$ cat config.mk
export PLATFORM = sky130hd
export DESIGN_NAME = pp_pwm_top
export DESIGN_NICKNAME = d
export VERILOG_FILES = /design/src/rtl/pp_pwm_pkg.sv /design/src/rtl/pp_pwm_ramp.sv /design/src/rtl/pp_pwm_level.sv /design/src/rtl/pp_pwm_steer.sv /design/src/rtl/pp_pwm_top.sv
export SDC_FILE = /design/constraint.sdc
export NUM_CORES = 1
export LEC_CHECK = 0
export ABC_AREA = 1
export BUFFER_PORTS_ARGS = -buffer_cell sky130_fd_sc_hd__buf_2
export CORE_MARGIN = 2
export CORE_UTILIZATION = 26
export DETAILED_ROUTE_END_ITERATION = 7
export PLACE_DENSITY = 0.5
export SETUP_SLACK_MARGIN = 0.5
export SYNTH_ARGS = -nofsm -noshare
export SYNTH_HDL_FRONTEND = slang
export SYNTH_SLANG_ARGS = --single-unit
$ cat constraint.sdc
create_clock -name clk -period 9.9 [get_ports clk]
set_input_delay 1.98 -clock clk [delete_from_list [all_inputs] [get_ports clk]]
set_output_delay 1.98 -clock clk [all_outputs]
set_load 0.05 [all_outputs]
$ cat src/rtl/pp_pwm_pkg.sv
// Shared definitions for the push-pull PWM block.
// Assumes nothing beyond IEEE 1800-2017 packages.
package pp_pwm_pkg;

    // Shortest ramp cycle the block will run, in clocks.
    localparam int MIN_LEN = 2;

    // Output steering mode as latched at cycle start.
    typedef enum logic {
        MODE_PUSHPULL = 1'b0,
        MODE_SINGLE   = 1'b1
    } out_mode_e;

endpackage

$ cat src/rtl/pp_pwm_ramp.sv
// Ramp generator: an up-counter that runs from 0 to len_q-1 and
// raises cyc_start on the clock in which a new cycle is to begin.
// Assumes period_in is only meaningful when sampled at cycle start;
// values below MIN_LEN are raised to MIN_LEN.
module pp_pwm_ramp
    import pp_pwm_pkg::*;
#(
    parameter int CNT_W = 8
) (
    input  logic             clk,
    input  logic             rst_n,
    input  logic             en,
    input  logic [CNT_W-1:0] period_in,
    output logic [CNT_W-1:0] cnt_q,
    output logic             run_q,
    output logic             cyc_start,
    output logic [CNT_W-1:0] len_eff
);

    localparam logic [CNT_W-1:0] LEN_FLOOR = CNT_W'(MIN_LEN);

    logic [CNT_W-1:0] len_q;

    // Clamp the requested period to the shortest legal cycle.
    always_comb begin
        len_eff = (period_in < LEN_FLOOR) ? LEN_FLOOR : period_in;
    end

    // A cycle begins on the first enabled clock or after the last count.
    always_comb begin
        cyc_start = en && (!run_q || (cnt_q == len_q - 1'b1));
    end

    // Ramp counter, run flag and latched cycle length.
    always_ff @(posedge clk) begin
        if (!rst_n || !en) begin
            cnt_q <= '0;
            run_q <= 1'b0;
            len_q <= LEN_FLOOR;
        end else if (cyc_start) begin
            cnt_q <= '0;
            run_q <= 1'b1;
            len_q <= len_eff;
        end else begin
            cnt_q <= cnt_q + 1'b1;
        end
    end

    AST_CNT_IN_RANGE: assert property (@(posedge clk) disable iff (!rst_n)
        run_q |-> (cnt_q < len_q));

    AST_LOCKOUT_RAMP: assert property (@(posedge clk) disable iff (!rst_n)
        !en |=> (cnt_q == '0) && !run_q);

endmodule

$ cat src/rtl/pp_pwm_level.sv
// Compare-level selector: latches, at each cycle start, the largest
// of the feedback word, the deadtime word and the minimum-deadtime
// floor ceil(len/DT_DIV). The level is held for the whole cycle.
// Assumes len_eff is the clamped length of the cycle being started.
module pp_pwm_level #(
    parameter int CNT_W  = 8,
    parameter int DT_DIV = 25
) (
    input  logic             clk,
    input  logic             rst_n,
    input  logic             en,
    input  logic             cyc_start,
    input  logic             run_q,
    input  logic [CNT_W-1:0] len_eff,
    input  logic [CNT_W-1:0] fb_lvl,
    input  logic [CNT_W-1:0] dt_lvl,
    output logic [CNT_W-1:0] lvl_q
);

    localparam int          SUM_W = CNT_W + 1;
    localparam logic [SUM_W-1:0] DIV_W = SUM_W'(DT_DIV);
    localparam logic [SUM_W-1:0] RND_W = SUM_W'(DT_DIV - 1);

    logic [SUM_W-1:0] len_rnd;
    logic [CNT_W-1:0] floor_lvl;
    logic [CNT_W-1:0] ctrl_max;
    logic [CNT_W-1:0] lvl_next;

    // Minimum deadtime, rounded up from the cycle length.
    always_comb begin
        len_rnd   = {1'b0, len_eff} + RND_W;
        floor_lvl = CNT_W'(len_rnd / DIV_W);
    end

    // The control word asking for less on-time wins.
    always_comb begin
        ctrl_max = (fb_lvl > dt_lvl) ? fb_lvl : dt_lvl;
        lvl_next = (ctrl_max > floor_lvl) ? ctrl_max : floor_lvl;
    end

    // Latch the level once per cycle; blank fully while locked out.
    always_ff @(posedge clk) begin
        if (!rst_n || !en) begin
            lvl_q <= '1;
        end else if (cyc_start) begin
            lvl_q <= lvl_next;
        end
    end

    AST_LVL_HELD: assert property (@(posedge clk) disable iff (!rst_n)
        (run_q && !cyc_start && en) |=> $stable(lvl_q));

    AST_LVL_NONZERO: assert property (@(posedge clk) disable iff (!rst_n)
        run_q |-> (lvl_q != '0));

endmodule

$ cat src/rtl/pp_pwm_steer.sv
// Pulse steering: a flip-flop clocked at each cycle start chooses
// which drive gets the pulse in push-pull mode; in single-ended mode
// the flip-flop holds and both drives follow the pulse. A pulse is
// present while the ramp count has reached the latched level.
// Assumes cnt_q and lvl_q come from the ramp and level stages.
module pp_pwm_steer
    import pp_pwm_pkg::*;
#(
    parameter int CNT_W = 8
) (
    input  logic             clk,
    input  logic             rst_n,
    input  logic             en,
    input  logic             cyc_start,
    input  logic             single_mode,
    input  logic             run_q,
    input  logic [CNT_W-1:0] cnt_q,
    input  logic [CNT_W-1:0] lvl_q,
    output logic             drv_a,
    output logic             drv_b
);

    logic      sel_q;
    out_mode_e mode_q;
    logic      pulse;

    // Steering flip-flop and latched mode; reset so A goes first.
    always_ff @(posedge clk) begin
        if (!rst_n || !en) begin
            sel_q  <= 1'b1;
            mode_q <= MODE_PUSHPULL;
        end else if (cyc_start) begin
            mode_q <= single_mode ? MODE_SINGLE : MODE_PUSHPULL;
            if (!single_mode) begin
                sel_q <= ~sel_q;
            end
        end
    end

    // Modulated pulse: on once the ramp reaches the level.
    always_comb begin
        pulse = run_q && (cnt_q >= lvl_q);
    end

    // Gate the pulse onto the drives according to mode and steering.
    always_comb begin
        drv_a = pulse && ((mode_q == MODE_SINGLE) || !sel_q);
        drv_b = pulse && ((mode_q == MODE_SINGLE) ||  sel_q);
    end

    AST_NO_OVERLAP: assert property (@(posedge clk) disable iff (!rst_n)
        (mode_q == MODE_PUSHPULL) |-> !(drv_a && drv_b));

    AST_BLANK_AT_START: assert property (@(posedge clk) disable iff (!rst_n)
        (cnt_q == '0) |-> (!drv_a && !drv_b));

    AST_ALTERNATE: assert property (@(posedge clk) disable iff (!rst_n)
        (cyc_start && run_q && !single_mode) |=> (sel_q != $past(sel_q)));

    AST_SINGLE_SAME: assert property (@(posedge clk) disable iff (!rst_n)
        (mode_q == MODE_SINGLE) |-> (drv_a == drv_b));

    AST_LOCKOUT_DRV: assert property (@(posedge clk) disable iff (!rst_n)
        !en |=> (!drv_a && !drv_b));

endmodule

$ cat src/rtl/pp_pwm_top.sv
// Push-pull PWM top level: ramp, level selection and steering.
// Assumes a single clock domain; all inputs are synchronous.
module pp_pwm_top #(
    parameter int CNT_W  = 8,
    parameter int DT_DIV = 25
) (
    input  logic             clk,
    input  logic             rst_n,
    input  logic             en,
    input  logic [CNT_W-1:0] period_in,
    input  logic [CNT_W-1:0] fb_lvl,
    input  logic [CNT_W-1:0] dt_lvl,
    input  logic             single_mode,
    output logic             drv_a,
    output logic             drv_b
);

    logic [CNT_W-1:0] cnt_q;
    logic             run_q;
    logic             cyc_start;
    logic [CNT_W-1:0] len_eff;
    logic [CNT_W-1:0] lvl_q;

    pp_pwm_ramp #(.CNT_W(CNT_W)) u_ramp (
        .clk       (clk),
        .rst_n     (rst_n),
        .en        (en),
        .period_in (period_in),
        .cnt_q     (cnt_q),
        .run_q     (run_q),
        .cyc_start (cyc_start),
        .len_eff   (len_eff)
    );

    pp_pwm_level #(.CNT_W(CNT_W), .DT_DIV(DT_DIV)) u_level (
        .clk       (clk),
        .rst_n     (rst_n),
        .en        (en),
        .cyc_start (cyc_start),
        .run_q     (run_q),
        .len_eff   (len_eff),
        .fb_lvl    (fb_lvl),
        .dt_lvl    (dt_lvl),
        .lvl_q     (lvl_q)
    );

    pp_pwm_steer #(.CNT_W(CNT_W)) u_steer (
        .clk         (clk),
        .rst_n       (rst_n),
        .en          (en),
        .cyc_start   (cyc_start),
        .single_mode (single_mode),
        .run_q       (run_q),
        .cnt_q       (cnt_q),
        .lvl_q       (lvl_q),
        .drv_a       (drv_a),
        .drv_b       (drv_b)
    );

endmodule

==> results of run 1 <==
==> worst max-delay path, delay by kind of cell <==
| kind | cells | cell delay, ps |
|---|---|---|
| xor+xnor | 1 | 80 |
| simple gates | 13 | 1240 |
| fa+ha+maj | 4 | 960 |
| buf+inv | 3 | 300 |
| compound gates | 7 | 970 |
==> flip-flops by register name, summed over array words and instances, names as in the netlist <==
register        count
u_level.lvl_q       8
u_ramp.cnt_q        8
u_ramp.len_q        8
u_ramp.run_q        1
u_steer.mode_q      1
u_steer.sel_q       1
==> logic make-up after synthesis <==
| group | after synthesis | synth area share (%) |
|---|---|---|
| AO/OA/AOI/OAI | 71 | 17.1 |
| XOR/XNOR | 19 | 6.73 |
| AND/OR/NAND/NOR | 148 | 29.8 |
| buffers and inverters | 70 | 10.6 |
| flip-flops | 27 | 21.9 |
| other | 1 | 0.152 |
| adder cells (fa/ha/maj) | 27 | 13.7 |
==> synthesized netlist by cell type, drive strengths merged <==
library cell / number
xor2: 11
nor4: 1
o211ai: 12
nand4: 3
nor2: 34
dfxtp: 27
conb: 1
a21boi: 1
clkbuf: 5
nor3b: 2
o2111ai: 4
nand3: 19
ha: 27
nor3: 3
o21bai: 2
a2111oi: 1
o21ai: 22
xnor2: 8
a211oi: 1
clkinv: 3
nand2: 86
inv: 62
a21oi: 27
a31oi: 1
==> layout make-up <==
cell class,count,area (um^2)
Fill cell,1005,6440
Sequential cell,27,541
Timing Repair Buffer,29,145
Clock buffer,4,45.0
Multi-Input combinational cell,266,1670
Tap cell,129,161
Inverter,65,244
==> metal layers <==
layer | share of wire [%] | wire length (um) | global-route usage (%) | up-vias
met5 | 0 | 0 | 0 | -
met4 | 0.98 | 53 | 2.49 | 0
met3 | 1.7 | 94 | 1.24 | 5
met2 | 48 | 2610 | 19.6 | 19
met1 | 49 | 2650 | 14.4 | 1019
li1 | - | - | - | 1236
==> path summary, 6_finish.rpt <==
check / start / end / cells past startpoint
setup reg to reg: u_ramp.len_q[0]$_SDFFE_PP0P_ / u_level.lvl_q[1]$_SDFFE_PP1P_ / 13
setup / recovery: period_in[3] / u_level.lvl_q[3]$_SDFFE_PP1P_ / 28
hold / removal: u_level.lvl_q[6]$_SDFFE_PP1P_ / u_level.lvl_q[6]$_SDFFE_PP1P_ / 2
hold reg to reg: u_level.lvl_q[6]$_SDFFE_PP1P_ / u_level.lvl_q[6]$_SDFFE_PP1P_ / 2
==> layout by cell type, fill, tap and decap left out <==
master / instances
nor2_4: 2
clkinv_1: 3
nand2_1: 72
ha_1: 27
nand3_4: 1
nand3_1: 14
nand4_2: 1
clkbuf_8: 3
xnor2_1: 8
o21ai_2: 1
o211ai_1: 12
nor3_1: 3
a21oi_1: 26
clkbuf_1: 1
a21boi_0: 1
o21bai_1: 2
xor2_1: 11
a2111oi_0: 1
a211oi_1: 1
inv_2: 4
nand4_1: 2
nor2_2: 1
nor4_1: 1
nand2_4: 9
nand2_2: 5
dfxtp_1: 27
nor3b_1: 2
o21ai_1: 3
o2111ai_1: 4
buf_2: 29
o21ai_0: 18
nand3_2: 4
a31oi_1: 1
a21oi_2: 1
nor2_1: 31
conb_1: 1
inv_1: 58
==> report_power, final <==
part	internal [mW]	switching, mW	leakage, nW
registers	0.113	0.00266	0.221
clock network	0.0289	0.0351	0.0228
logic	0.0478	0.0841	1.19
total	0.190	0.122	1.43
==> stage by stage <==
stage	cells	utilization (%)	instance area (um^2)	hold slack, ps	power (mW)
after detailed placement	516	29.9	2760	467	0.251
final	520	30.3	2800	485	0.311
after floorplan	363	-	2470	441	0.222
after global routing	520	30.3	2800	542	0.339
after CTS	520	30.3	2800	490	0.315
after global placement	516	29.9	2760	463	0.251
==> metrics.md, run 1 <==
| Metric | Value |
|---|---|
| Status | `finished clean` |
| Area share of the largest cell type after synthesis | `roughly 22%` |
| Max clock buf depth | `2` |
| Fmax | `roughly 190 MHz` |
| Max-cap violations | `0` |
| Skew-Pair Late Insertion Delay | `roughly 280 ps` |
| Hold-fix buffers, CTS | `0` |
| LEAKAGE | `1.43 nW` |
| Drt drc | `0` |
| Buffers on Ports | `29` |
| Syn Area/Cell | `6.81 um^2` |
| Reg clk slew, reported paths | `around 90 ps` |
| Io pins | `30` |
| RSZ-0062 raised after global routing | `false` |
| Number of post-CTS setup repair buffers | `0` |
| Post-synthesis sequential area ratio | `21.9%` |
| CP max FO | `7` |
| Routed len/inst | `about 10 um` |
| First-pass GRT wire length | `9400 um` |
| CTS Buf Count | `3` |
| Synth area leader | `dfxtp_1` |
| Data arrival, critical path | `between 5000 and 6000 ps` |
| Post-Route WL | `5410 um` |
| Largest cells by area after synthesis | `dfxtp_1, ha_1, nand2_1` |
| Layout Nets | `447` |
| Setup violations, final | `0` |
| Post-CTS Resized | `0` |
| H-tree Lvls | `1` |
| # diodes | `0` |
| Die Y-Extent | `101 um` |
| Crit start category | `input pin` |
| Register bit total from synthesis | `27` |
| Post-DR vias/cell | `4.38` |
| Final setup TNS | `0 ps` |
| Vias in the first global route | `about 2.1k` |
| Place WS | `around 4200 ps` |
| Pins Over Slew Limit | `0` |
| Final Skew | `around 3.5 ps` |
| Mapped Nets | `roughly 420` |
| Initial antenna violation count | `0` |
| Placement row count | `35` |
| PwrDens | `111 nW/um^2` |
| DR iter-0 viols | `80` |
| Syn Std Cell Area | `approximately 2500 um^2` |
| Placer Congestion | `approximately 0.80` |
| Via count | `~2.3k` |
| DR pass1 iterations | `4` |
| Flop-to-flop setup slack | `slightly below 7000 ps` |
| Worst vdd ir | `between 0.04 and 0.05 mV` |
| Fin crit period | `~5400 ps` |
| Clock Tree Root | `clkbuf_8` |
| Crit Path Class | `in -> reg` |
| Clock sink count | `27` |
| Crit-path slowest cell | `ha_1` |
| Final ANT Viol Nets | `0` |
| Worst setup EP type | `flop` |
| Layout area overhead | `13.5%` |
| Unique masters post-synth | `35` |
| Syn. warnings | `0` |
| Chip width | `between 100 and 150 um` |
| Crit path setup slack, layout | `between 4000 and 5000 ps` |
| Crit path required time | `about 10,000 ps` |
| Crit-path max cell delay | `360 ps` |
| Hold Crit Class | `reg -> reg` |
| Hpwl dp | `around 4500 um` |
| Relative slew slack | `approximately two fifths` |
| Final Cycle Share | `54.5%` |
| Full die area | `roughly 10,000 um^2` |
| Remaining Overflow, GRT | `0` |
| CTS tree | `yes` |
| Initial Util | `between 20% and 30%` |
| Final hold viol count | `0` |
| Share of layout cells above drive strength 1 | `roughly 16%` |
| Core Footprint | `around 9200 um^2` |
| Largest net degree at the start of global routing | `19` |
| All-Layer GR Usage | `11.1%` |
| Crit-path most repeated cell | `nand2_1` |
| Mapped Cells | `between 300 and 400` |
| Worst Tran Pin Value | `approximately 910 ps` |
Note: power is estimated with default switching activity, not from simulation.
==> run 2, diff against run 1 <==
==> constraint.sdc (replaced) <==
create_clock -name clk -period 5 [get_ports clk]
set_input_delay 1 -clock clk [delete_from_list [all_inputs] [get_ports clk]]
set_output_delay 1 -clock clk [all_outputs]
set_load 0.05 [all_outputs]
==> metrics.md, run 2 (synthesis gave the netlist of run 1 again) <==
| Metric | Value |
|---|---|
| Via count | `approximately 2.3k` |
| Final ANT Viol Nets | `0` |
| Place WS | `278 ps` |
| Status | `finished clean` |
| Fmax | `238 MHz` |
| Worst setup EP type | `flop` |
| Vias in the first global route | `around 2.2k` |
| First-pass GRT wire length | `9720 um` |
| Layout Nets | `448` |
| Chip width | `just over 100 um` |
| Hpwl dp | `~4500 um` |
| H-tree Lvls | `1` |
| CTS Buf Count | `3` |
| RSZ-0062 raised after global routing | `false` |
| Crit start category | `input pin` |
| Io pins | `30` |
| Max clock buf depth | `2` |
| Worst Tran Pin Value | `~900 ps` |
| Reg clk slew, reported paths | `~90 ps` |
| # diodes | `0` |
| Final Skew | `between 5 and 6 ps` |
| Most frequent cells in the layout | `nand2_1, inv_1, nor2_1, buf_2, dfxtp_1` |
| Worst vdd ir | `0.0628 mV` |
| Crit path required time | `about 5200 ps` |
| LEAKAGE | `roughly 1.4 nW` |
| Final hold viol count | `0` |
| Placed Cells | `around 520` |
| Share of layout cells above drive strength 1 | `18.6%` |
| Fin cells | `521` |
| Layout area overhead | `16.8%` |
| Crit path setup slack, layout | `790 ps` |
| Commonest non-fill, non-tap cell in the layout | `nand2_1` |
| Relative slew slack | `39.4%` |
| Pins Over Slew Limit | `0` |
| R2R depth | `13` |
| Die Y-Extent | `just over 100 um` |
| Clock Tree Root | `clkbuf_8` |
| Data arrival, critical path | `around 4400 ps` |
| Core Footprint | `roughly 9200 um^2` |
| Largest regs | `u_level.lvl_q: 8 flops, u_ramp.cnt_q: 8 flops, u_ramp.len_q: 8 flops` |
| Fin crit period | `around 4200 ps` |
| CP max FO | `6` |
| WHS Path Cells | `2` |
| Remaining Overflow, GRT | `0` |
| Drt drc | `0` |
| Placer Congestion | `approximately 0.80` |
| Final Cycle Share | `84.2%` |
| Initial Util | `a little over a quarter` |
| Buffers on Ports | `29` |
| Crit Path Class | `in -> reg` |
| Clock sink count | `27` |
| DR pass1 iterations | `4` |
| Routed len/inst | `10.8 um` |
| Placement row count | `35` |
| Post-DR vias/cell | `4.43` |
| Post-Route WL | `about 5600 um` |
| DR iter-0 viols | `60` |
| CTS tree | `yes` |
| Initial antenna violation count | `0` |
| Full die area | `just over 10,000 um^2` |
| Hold Crit Class | `reg -> reg` |
| Skew-Pair Late Insertion Delay | `around 280 ps` |
| Total power | `around 640 uW` |
| PwrDens | `221 nW/um^2` |
| All-Layer GR Usage | `roughly 11%` |
| Max-cap violations | `0` |
| Largest net degree at the start of global routing | `19` |
| Setup violations, final | `0` |
| Final setup TNS | `0 ps` |
## run 2: cell types whose count changed in the layout (fill, tap and decap cells not counted), sizes merged
cell,before,now
clkbuf,4,5
## run 2: final timing paths
check	from	to	slack (ps)
hold / removal	u_level.lvl_q[6]$_SDFFE_PP1P_	u_level.lvl_q[6]$_SDFFE_PP1P_	490
setup reg to reg	u_ramp.len_q[0]$_SDFFE_PP0P_	u_level.lvl_q[0]$_SDFFE_PP1P_	1860
hold reg to reg	u_level.lvl_q[6]$_SDFFE_PP1P_	u_level.lvl_q[6]$_SDFFE_PP1P_	490
setup / recovery	period_in[3]	u_level.lvl_q[0]$_SDFFE_PP1P_	790
## run 2: metal layers
metal	GRT usage, %	vias to the layer above	share of wire [%]
met5	0	-	0
met3	1.31	7	1.9
met2	20.5	21	49
met4	3.43	0	1.5
met1	14.4	1040	48
li1	-	1238	-
## run 2: layout make-up
| class | instances | area [um^2] |
|---|---|---|
| fill | 1036 | 6350 |
| sequential | 27 | 541 |
| timing repair buffer | 30 | 155 |
| clock buffer | 4 | 45.0 |
| inverter | 65 | 246 |
| tap | 129 | 161 |
| multi-input combinational | 266 | 1740 |
## run 2: critical path, cell delays in order
cell and delay, ps:
clkbuf_4 160, inv_4 60, ha_4 300, nand3_2 110, nand2_4 120, nand3_1 120, nand2_4 130, nand3_4 90
nand2_4 130, nand3_1 130, nand2_1 120, inv_1 60, ha_1 200, o21ai_0 200, a21oi_1 110, a21oi_2 100
nand2_1 90, ha_1 190, nor2_1 110, nor2_1 50, o21ai_1 170, a21oi_2 80, o2111ai_2 200, nand2_1 100
o211ai_1 190, inv_1 50, nand2_1 60
## run 2: stage by stage
stage	instance area, um^2	util [%]	hold slack [ps]
4_1_cts	2800	30.3	491
3_3_place_gp	2760	29.9	463
5_1_grt	2890	31.2	514
2_1_floorplan	2470	-	441
6_report	2890	31.2	487
3_5_place_dp	2760	29.9	466
## run 2: what timing repair did
action | 4_1_cts | 5_1_grt
resized for setup | 0 | 19
setup buffers | 0 | 1
setup endpoints to repair | 0 | 5
hold buffers | 0 | 0
## run 2: power by group
| part | total (mW) | internal, mW | switching (mW) |
|---|---|---|---|
| clock | 0.127 | 0.0573 | 0.0699 |
| combinational | 0.280 | 0.103 | 0.178 |
| sequential | 0.229 | 0.224 | 0.00538 |
